**src/rtl/dmar_pkg.sv**
```systemverilog
package dmar_pkg;
    typedef enum logic {
        STOP_IDLE = 1'b0,
        STOP_HELD = 1'b1
    } stop_st_e;
endpackage

```
**src/rtl/dmar_regbus.sv**
```systemverilog
module dmar_regbus #(
    parameter int N_CH   = 16,
    parameter int DW     = 8,
    parameter int ADDR_W = 2
) (
    input  logic [ADDR_W-1:0]     addr,
    input  logic                  wr,
    input  logic                  wdata_msb,
    input  logic [N_CH-1:0]       en_q,
    input  logic                  halted,
    output logic [N_CH/DW-1:0]    wr_en_byte,
    output logic                  stat_clr,
    output logic [DW-1:0]         rdata
);
    localparam int N_BYTES = N_CH / DW;
    localparam logic [ADDR_W-1:0] STAT_ADDR = ADDR_W'(N_BYTES);

    for (genvar b = 0; b < N_BYTES; b++) begin : g_wdec
        assign wr_en_byte[b] = wr && (addr == ADDR_W'(b));
    end

    assign stat_clr = wr && (addr == STAT_ADDR) && !wdata_msb;

    always_comb begin
        rdata = '0;
        for (int b = 0; b < N_BYTES; b++) begin
            if (addr == ADDR_W'(b)) rdata = en_q[b*DW +: DW];
        end
        if (addr == STAT_ADDR) rdata = {halted, {(DW-1){1'b0}}};
    end
endmodule

```
**src/rtl/dmar_enable_bank.sv**
```systemverilog
module dmar_enable_bank #(
    parameter int N_CH = 16,
    parameter int DW   = 8
) (
    input  logic                clk,
    input  logic                rst_n,
    input  logic [N_CH/DW-1:0]  wr_en_byte,
    input  logic [DW-1:0]       wdata,
    input  logic [N_CH-1:0]     cnt_zero,
    output logic [N_CH-1:0]     en_q
);
    for (genvar i = 0; i < N_CH; i++) begin : g_bit
        localparam int BYTE_IDX = i / DW;
        localparam int BIT_IDX  = i % DW;
        always_ff @(posedge clk) begin
            if (!rst_n)                  en_q[i] <= 1'b0;
            else if (cnt_zero[i])        en_q[i] <= 1'b0;
            else if (wr_en_byte[BYTE_IDX]) en_q[i] <= wdata[BIT_IDX];
        end
    end
endmodule

```
**src/rtl/dmar_stop_fsm.sv**
```systemverilog
module dmar_stop_fsm
    import dmar_pkg::*;
(
    input  logic clk,
    input  logic rst_n,
    input  logic stop_req,
    input  logic ch_en,
    input  logic clr,
    output logic halted
);
    stop_st_e state_q, state_d;
    logic     accept;

    assign accept = stop_req && ch_en;

    always_ff @(posedge clk) begin
        if (!rst_n) state_q <= STOP_IDLE;
        else        state_q <= state_d;
    end

    always_comb begin
        state_d = state_q;
        unique case (state_q)
            STOP_IDLE: if (accept)          state_d = STOP_HELD;
            STOP_HELD: if (clr && !accept)  state_d = STOP_IDLE;
            default:                        state_d = STOP_IDLE;
        endcase
    end

    always_comb begin
        unique case (state_q)
            STOP_HELD: halted = 1'b1;
            default:   halted = 1'b0;
        endcase
    end
endmodule

```
**src/rtl/dmar_route.sv**
```systemverilog
module dmar_route #(
    parameter int N_CH    = 16,
    parameter int STOP_CH = 7
) (
    input  logic [N_CH-1:0] periph_req,
    input  logic [N_CH-1:0] en_q,
    input  logic            halted,
    output logic [N_CH-1:0] irq_out,
    output logic [N_CH-1:0] dma_start
);
    for (genvar i = 0; i < N_CH; i++) begin : g_ch
        logic to_dma;
        if (i == STOP_CH) begin : g_gated
            assign to_dma = en_q[i] && !halted;
        end else begin : g_plain
            assign to_dma = en_q[i];
        end
        assign dma_start[i] = periph_req[i] && to_dma;
        assign irq_out[i]   = periph_req[i] && !to_dma;
    end
endmodule

```
**src/rtl/dma_req_router.sv**
```systemverilog
module dma_req_router #(
    parameter int N_CH    = 16,
    parameter int DW      = 8,
    parameter int ADDR_W  = 2,
    parameter int STOP_CH = 7
) (
    input  logic              clk,
    input  logic              rst_n,
    input  logic [ADDR_W-1:0] bus_addr,
    input  logic              bus_wr,
    input  logic [DW-1:0]     bus_wdata,
    output logic [DW-1:0]     bus_rdata,
    input  logic [N_CH-1:0]   periph_req,
    output logic [N_CH-1:0]   irq_out,
    output logic [N_CH-1:0]   dma_start,
    input  logic [N_CH-1:0]   cnt_zero,
    input  logic              stop_req
);
    localparam int N_BYTES = N_CH / DW;

    logic [N_CH-1:0]    en_q;
    logic [N_BYTES-1:0] wr_en_byte;
    logic               stat_clr;
    logic               halted;

    dmar_regbus #(.N_CH(N_CH), .DW(DW), .ADDR_W(ADDR_W)) u_regbus (
        .addr(bus_addr), .wr(bus_wr), .wdata_msb(bus_wdata[DW-1]),
        .en_q(en_q), .halted(halted),
        .wr_en_byte(wr_en_byte), .stat_clr(stat_clr), .rdata(bus_rdata)
    );

    dmar_enable_bank #(.N_CH(N_CH), .DW(DW)) u_bank (
        .clk(clk), .rst_n(rst_n), .wr_en_byte(wr_en_byte),
        .wdata(bus_wdata), .cnt_zero(cnt_zero), .en_q(en_q)
    );

    dmar_stop_fsm u_stop (
        .clk(clk), .rst_n(rst_n), .stop_req(stop_req),
        .ch_en(en_q[STOP_CH]), .clr(stat_clr), .halted(halted)
    );

    dmar_route #(.N_CH(N_CH), .STOP_CH(STOP_CH)) u_route (
        .periph_req(periph_req), .en_q(en_q), .halted(halted),
        .irq_out(irq_out), .dma_start(dma_start)
    );
endmodule

```
**config.mk**
```make
export PLATFORM = sky130hd
export DESIGN_NAME = dma_req_router
export DESIGN_NICKNAME = d
export VERILOG_FILES = /design/src/rtl/dmar_pkg.sv /design/src/rtl/dmar_regbus.sv /design/src/rtl/dmar_enable_bank.sv /design/src/rtl/dmar_stop_fsm.sv /design/src/rtl/dmar_route.sv /design/src/rtl/dma_req_router.sv
export SDC_FILE = /design/constraint.sdc
export NUM_CORES = 1
export LEC_CHECK = 0
export ABC_AREA = 1
export CORE_MARGIN = 3
export CORE_UTILIZATION = 35
export DETAILED_ROUTE_END_ITERATION = 10
export GPL_TIMING_DRIVEN = 0
export PLACE_DENSITY_LB_ADDON = 0.1
export SLEW_MARGIN = 20
export SYNTH_ARGS = -nofsm -noshare
export SYNTH_HDL_FRONTEND = slang
export SYNTH_SLANG_ARGS = --single-unit
```
**constraint.sdc**
```tcl
create_clock -name clk -period 2.3 [get_ports clk]
set_clock_uncertainty 0.15 [all_clocks]
set_input_delay 0.46 -clock clk [delete_from_list [all_inputs] [get_ports clk]]
set_output_delay 0.46 -clock clk [all_outputs]
set_load 0.01 [all_outputs]
```
==> Yosys cells after proc, flatten, opt, wreduce, memory -nomap -nowiden <==
Index checks and enable logic that the tools add are counted.
{ "word_totals": {"ff_bits": 17, "in_bits": 46, "out_inout_bits": 40, "word_cells": 103} }
{ "classes": {"eq_ne": 2, "n_mux": 7, "n_bitwise": 2, "reduce_logical": 75} }
{ "op_table": {"columns": ["op", "count"], "rows": [
  ["$logic_and A1 B1 Y1", 39],
  ["$reduce_or A2 Y1", 16],
  ["$mux W8", 3],
  ["$logic_not A1 Y1", 19],
  ["$mux W1", 3],
  ["$eq A2 B1 Y1 const B", 1],
  ["$eq A2 B2 Y1 const B", 1],
  ["$logic_not A2 Y1", 1],
  ["$not A1 Y1", 2],
  ["$pmux W1 S2", 1]
]} }

==> Longest topological paths before layout <==
{ "depth": {"word_depth": 6, "ltp_mapped": 6, "mapped_depth_nobuf": 5} }

==> Hierarchy <==
From an unflattened synthesis, not the netlist that was laid out.
{ "hier_totals": {"cells_unflattened": 207, "hier_area_um2": 1209.9} }
{ "modules_own_cells": {"columns": ["module", "n_inst", "cells_per_inst", "area_per_inst_um2", "seq_area_each_um2"], "rows": [
  ["dmar_enable_bank", 1, 102, 749.5, 320.3],
  ["dmar_route", 1, 65, 247.7, 0.0],
  ["dmar_regbus", 1, 34, 168.9, 0.0],
  ["dmar_stop_fsm", 1, 6, 43.8, 20.0]
]} }

==> Worst setup path after synthesis <==
Ideal clock, no wire load.
{ "synth_timing": {"kind": "in2out", "start": "input port bus_addr[0]", "end": "output port bus_rdata[2]", "arrival_time_ns": 0.945, "t_required_ns": 1.690, "path_slack_ns": 0.745, "cell_stages": 4, "path_buffers": 1, "cell_sequence": "buf_6 nor2_4 nand2_1 o21ai_0"} }
{ "synth_between": {"elab_chain_cells": 4, "word_cells_on_any_way": 6, "classes_between": "2 x eq/ne; 3 x mux; 1 x reduce/logical"} }
{ "synth_rtl": {"columns": ["element", "line_no", "rtl"], "rows": [
  ["from (decl)", "dma_req_router.sv:9", "input logic [ADDR_W-1:0] bus_addr,"],
  ["$logic_not A2 Y1", "dmar_regbus.sv:27", "if (addr == ADDR_W'(b)) rdata = en_q[b*DW +: DW];"],
  ["$mux W8 (2 in a row)", "dmar_regbus.sv:27", null],
  ["$mux W8 *", "dmar_regbus.sv:29", "if (addr == STAT_ADDR) rdata = {halted, {(DW-1){1'b0}}};"],
  ["to (decl)", "dma_req_router.sv:12", "output logic [DW-1:0] bus_rdata,"]
]} }
Every way passes the cells marked *; elsewhere a longest branch is shown, timed or not.

==> Worst setup path after layout <==
{ "layout_timing": {"start": "input port periph_req[12]", "end": "output port irq_out[12]"} }
{ "layout_between": {"elab_chain_cells": 1} }
{ "layout_rtl": {"columns": ["element", "line_no", "rtl"], "rows": [
  ["from (decl)", "dma_req_router.sv:13", "input logic [N_CH-1:0] periph_req,"],
  ["$logic_and A1 B1 Y1", "dmar_route.sv:19", "assign irq_out[i] = periph_req[i] && !to_dma;"],
  ["to (decl)", "dma_req_router.sv:14", "output logic [N_CH-1:0] irq_out,"]
]} }
No other way between the ends.

==> metrics.log <==
INFO  metric vdd_drop_max = between 0.0003 and 0.0004 V
INFO  metric synth-seq-area-share = 0.316
INFO  metric ys.flop_type = sky130_fd_sc_hd__dfxtp_1
INFO  metric power_density = 335 mW/mm^2
INFO  metric critPathSlowestCell = sky130_fd_sc_hd__clkdlybuf4s50_1
INFO  metric timing.critical_path.required = 1690 ps
INFO  metric cts_tree = yes
INFO  metric drt_initial_violations = 46
INFO  metric crit_chain = clkdlybuf4s50_1 > inv_1 > nor2_1 > clkdlybuf4s50_1
INFO  metric antenna_cells = 0
INFO  metric power_leakage = 1.09 nW
INFO  metric port_buffers = 84
INFO  metric cts_hold_repair.buffers = 0
INFO  metric p_total = between 0.6 and 0.7 mW
INFO  metric cts-htree-levels = 1
INFO  metric ys_top_cells_by_count = sky130_fd_sc_hd__nor2_1 (54), sky130_fd_sc_hd__nand2_1 (48), sky130_fd_sc_hd__inv_1 (39)
INFO  metric final_hold_viol_count = 0
INFO  metric max_slew.worst_pin.slew = 224 ps
INFO  metric worst_setup_path_start_kind = primary input
INFO  metric latest_clock_arrival_within_the_worst_skew_pair = 290 ps
INFO  metric ff2ff_setup_slack = 1480 ps
INFO  metric vias_per_cell = 4.43
INFO  metric gr-usage-met2 = 0.317
INFO  metric post-route-period-util = 0.974
INFO  metric critical_path.max_stage_delay = around 550 ps
INFO  metric synth_area_per_cell = 5.58 sq um
INFO  metric gr-usage-all-layers = 0.185
INFO  metric clockRootBuffer = sky130_fd_sc_hd__clkbuf_4
INFO  metric outcome = finished clean
INFO  metric rsz0062_at_grt = false
INFO  metric cts.clk_slew.worst_paths = 100 ps
INFO  metric floorplan.rows = 19
INFO  metric cp_common_cell = sky130_fd_sc_hd__clkdlybuf4s50_1
INFO  metric worst_setup_path_end_kind = output port
INFO  metric relSlewSlack = 0.850
INFO  metric timing.final.max_slew_violations = 0
INFO  metric drc = 0
INFO  metric critical_path.n_buffers_inverters = 3
INFO  metric multi_input_area = 558 sq um
INFO  metric grt_pass1_wl = 5150 um
INFO  metric final_cell_area = 0.00202 sq mm
INFO  metric route.final.wire_length = 3430 um
INFO  metric met1_use_gr = 0.216
INFO  metric distinct_cell_type_count_of_the_synthesized_netlist = 16
INFO  metric worstReg2RegStart = u_bank.en_q[15]
INFO  metric final_nets = ~330
INFO  metric crit_start = periph_req[12]
INFO  metric reg2regPathDepth = 2
INFO  metric cts_inserted_buffers = 3
INFO  metric critical_path.endpoint = irq_out[12]
INFO  metric filler_cell_count = 266
INFO  metric syn-cell-area = 0.00108 sq mm
INFO  metric grt_overflow = 0
INFO  metric critPathTopFamily = buffers and inverters
INFO  metric chipWidth = 61.4 um
INFO  metric fraction_of_final_layout_cells_sized_beyond_drive_strength_1 = 0.0702
INFO  metric synth_top_cells_by_area = sky130_fd_sc_hd__dfxtp_1 (32%), sky130_fd_sc_hd__nor2_1 (19%), sky130_fd_sc_hd__nand2_1 (17%)
INFO  metric clock.fmax = approximately 450 MHz
INFO  metric postSynthRegisterBits = 17
INFO  metric layout_min_cycle_time = 2240 ps
INFO  metric seqCellArea = 340 sq um
INFO  metric grt_antenna_before_repair = 0
INFO  metric initial_core_util = 0.377
INFO  metric largest_net_degree_at_the_start_of_global_routing = 11
INFO  metric dieArea = 0.00378 sq mm
INFO  metric yosys_warnings = 0
INFO  metric floorplan.io_pins = 86
INFO  metric clock_tree.buffer_depth = 2
INFO  metric layout-area-overhead-vs-synth = 87.6%
INFO  metric synth_top_area_frac = 0.316
INFO  metric holdCritStartpoint = u_stop.state_q
INFO  metric timing_worst_setup_path_type = primary input to output port
INFO  metric post_synth_top_area_cell = sky130_fd_sc_hd__dfxtp_1
INFO  metric grt_busiest_layer = met2
INFO  metric height_of_the_die = between 60 and 70 um
INFO  metric routed_wire_length_per_instance = 10.9 um
INFO  metric routed-via-count = 1401
INFO  metric drv_cap = 0
INFO  metric number_of_enable_type_register_cells_in_the_synthesized_netlist = 0
INFO  metric min-delay-path-class = register to register
INFO  metric synth_async_sr_flop_share = 0
INFO  metric numClockSinks = 17
INFO  metric grt_met3_use = 0.0671
INFO  metric most_frequent_cell_after_synthesis = sky130_fd_sc_hd__nor2_1
INFO  metric grt_pass1_vias = approximately 1.2k
INFO  metric cell_count_after_synthesis = just under 200
INFO  metric signal_arrival_time_at_the_worst_endpoint = approximately 1600 ps
INFO  metric min_path_cells = 2
INFO  metric detailedPlacementHpwl = between 2000 and 3000 um
INFO  metric finalSetupViolCount = 0
INFO  metric syn-num-nets = 239
INFO  metric dr.pass1.iters = 4
INFO  metric core_region_area = 0.00285 sq mm
INFO  metric reg2reg_to = u_bank.en_q[15]
INFO  metric post_dp_cell_area = 0.00196 sq mm
INFO  metric critical_path_depth = 4
INFO  metric critical_path.max_fanout = 2
INFO  metric place_congestion = 0.736
INFO  metric ant_nets = 0
[final cells by class]
type,instances,share of cell area
inverter,41,0.0775
buffer,3,0.0118
multi-input combinational,132,0.277
clock buffer,4,0.0130
tap,31,0.0192
sequential,17,0.169
timing repair buffer,88,0.433
[worst register-to-register path: cells and delay by family, from the launching register on]
kind,cells,cell delay [ps]
flops,1,400
compound gates,1,140
simple gates,1,70
[registers in the layout, indices dropped and copies added (netlist names)]
name            cells
u_stop.state_q      1
u_bank.en_q        16
[power breakdown]
part           total, mW  internal, mW  leakage [nW]  switching (mW)
combinational      0.208         0.128         0.933          0.0805
sequential         0.306         0.300         0.138         0.00543
clock              0.163        0.0675        0.0150          0.0954
[kinds of logic after synthesis]
family | share of synthesized area
AND/OR/NAND/NOR | 0.433
buffers and inverters | 0.167
AO/OA/AOI/OAI | 0.0837
flip-flops | 0.316
[placed cells by master, fill, tap and decap left out, drive strengths merged]
master	count
o21ai	12
dfxtp	17
inv	41
nor2	55
a21oi	6
or2	4
clkdlybuf4s50	75
clkbuf	4
nand2	49
dlymetal6s2s	4
buf	7
nand3	6
dlygate4sd2	5
[routing by layer]
metal,routed length (um),vias to the layer above,part of all wire
met5,0,-,0
met4,51,0,0.015
met3,287,4,0.084
met2,1610,58,0.47
met1,1490,584,0.43
li1,-,755,-
[per-stage QoR]
step / setup TNS [ps] / setup WS (ps) / hold slack [ps] / util / std cells
floorplan: 0 / 745 / 302 / - / 193
global placement: -2060 / -279 / 327 / 0.686 / 308
detailed placement: -2230 / -303 / 333 / 0.686 / 308
CTS: 0 / 35.9 / 347 / 0.703 / 316
global route: 0 / 18.3 / 384 / 0.707 / 316
finish: 0 / 60.0 / 347 / 0.707 / 316
[worst min path at each step]
stage	slack (ps)	to
floorplan	300	u_stop.state_q
global placement	330	u_stop.state_q
detailed placement	330	u_stop.state_q
CTS	350	u_stop.state_q
global route	380	u_bank.en_q[9]
finish	350	u_stop.state_q
[repair_timing]
item                                    in CTS  in global routing
resized for setup                            5                  5
buffers inserted                             4                  0
endpoints found under the setup margin       8                  4
pin swaps                                    1                  0
Power figures use the tool's default switching activity.
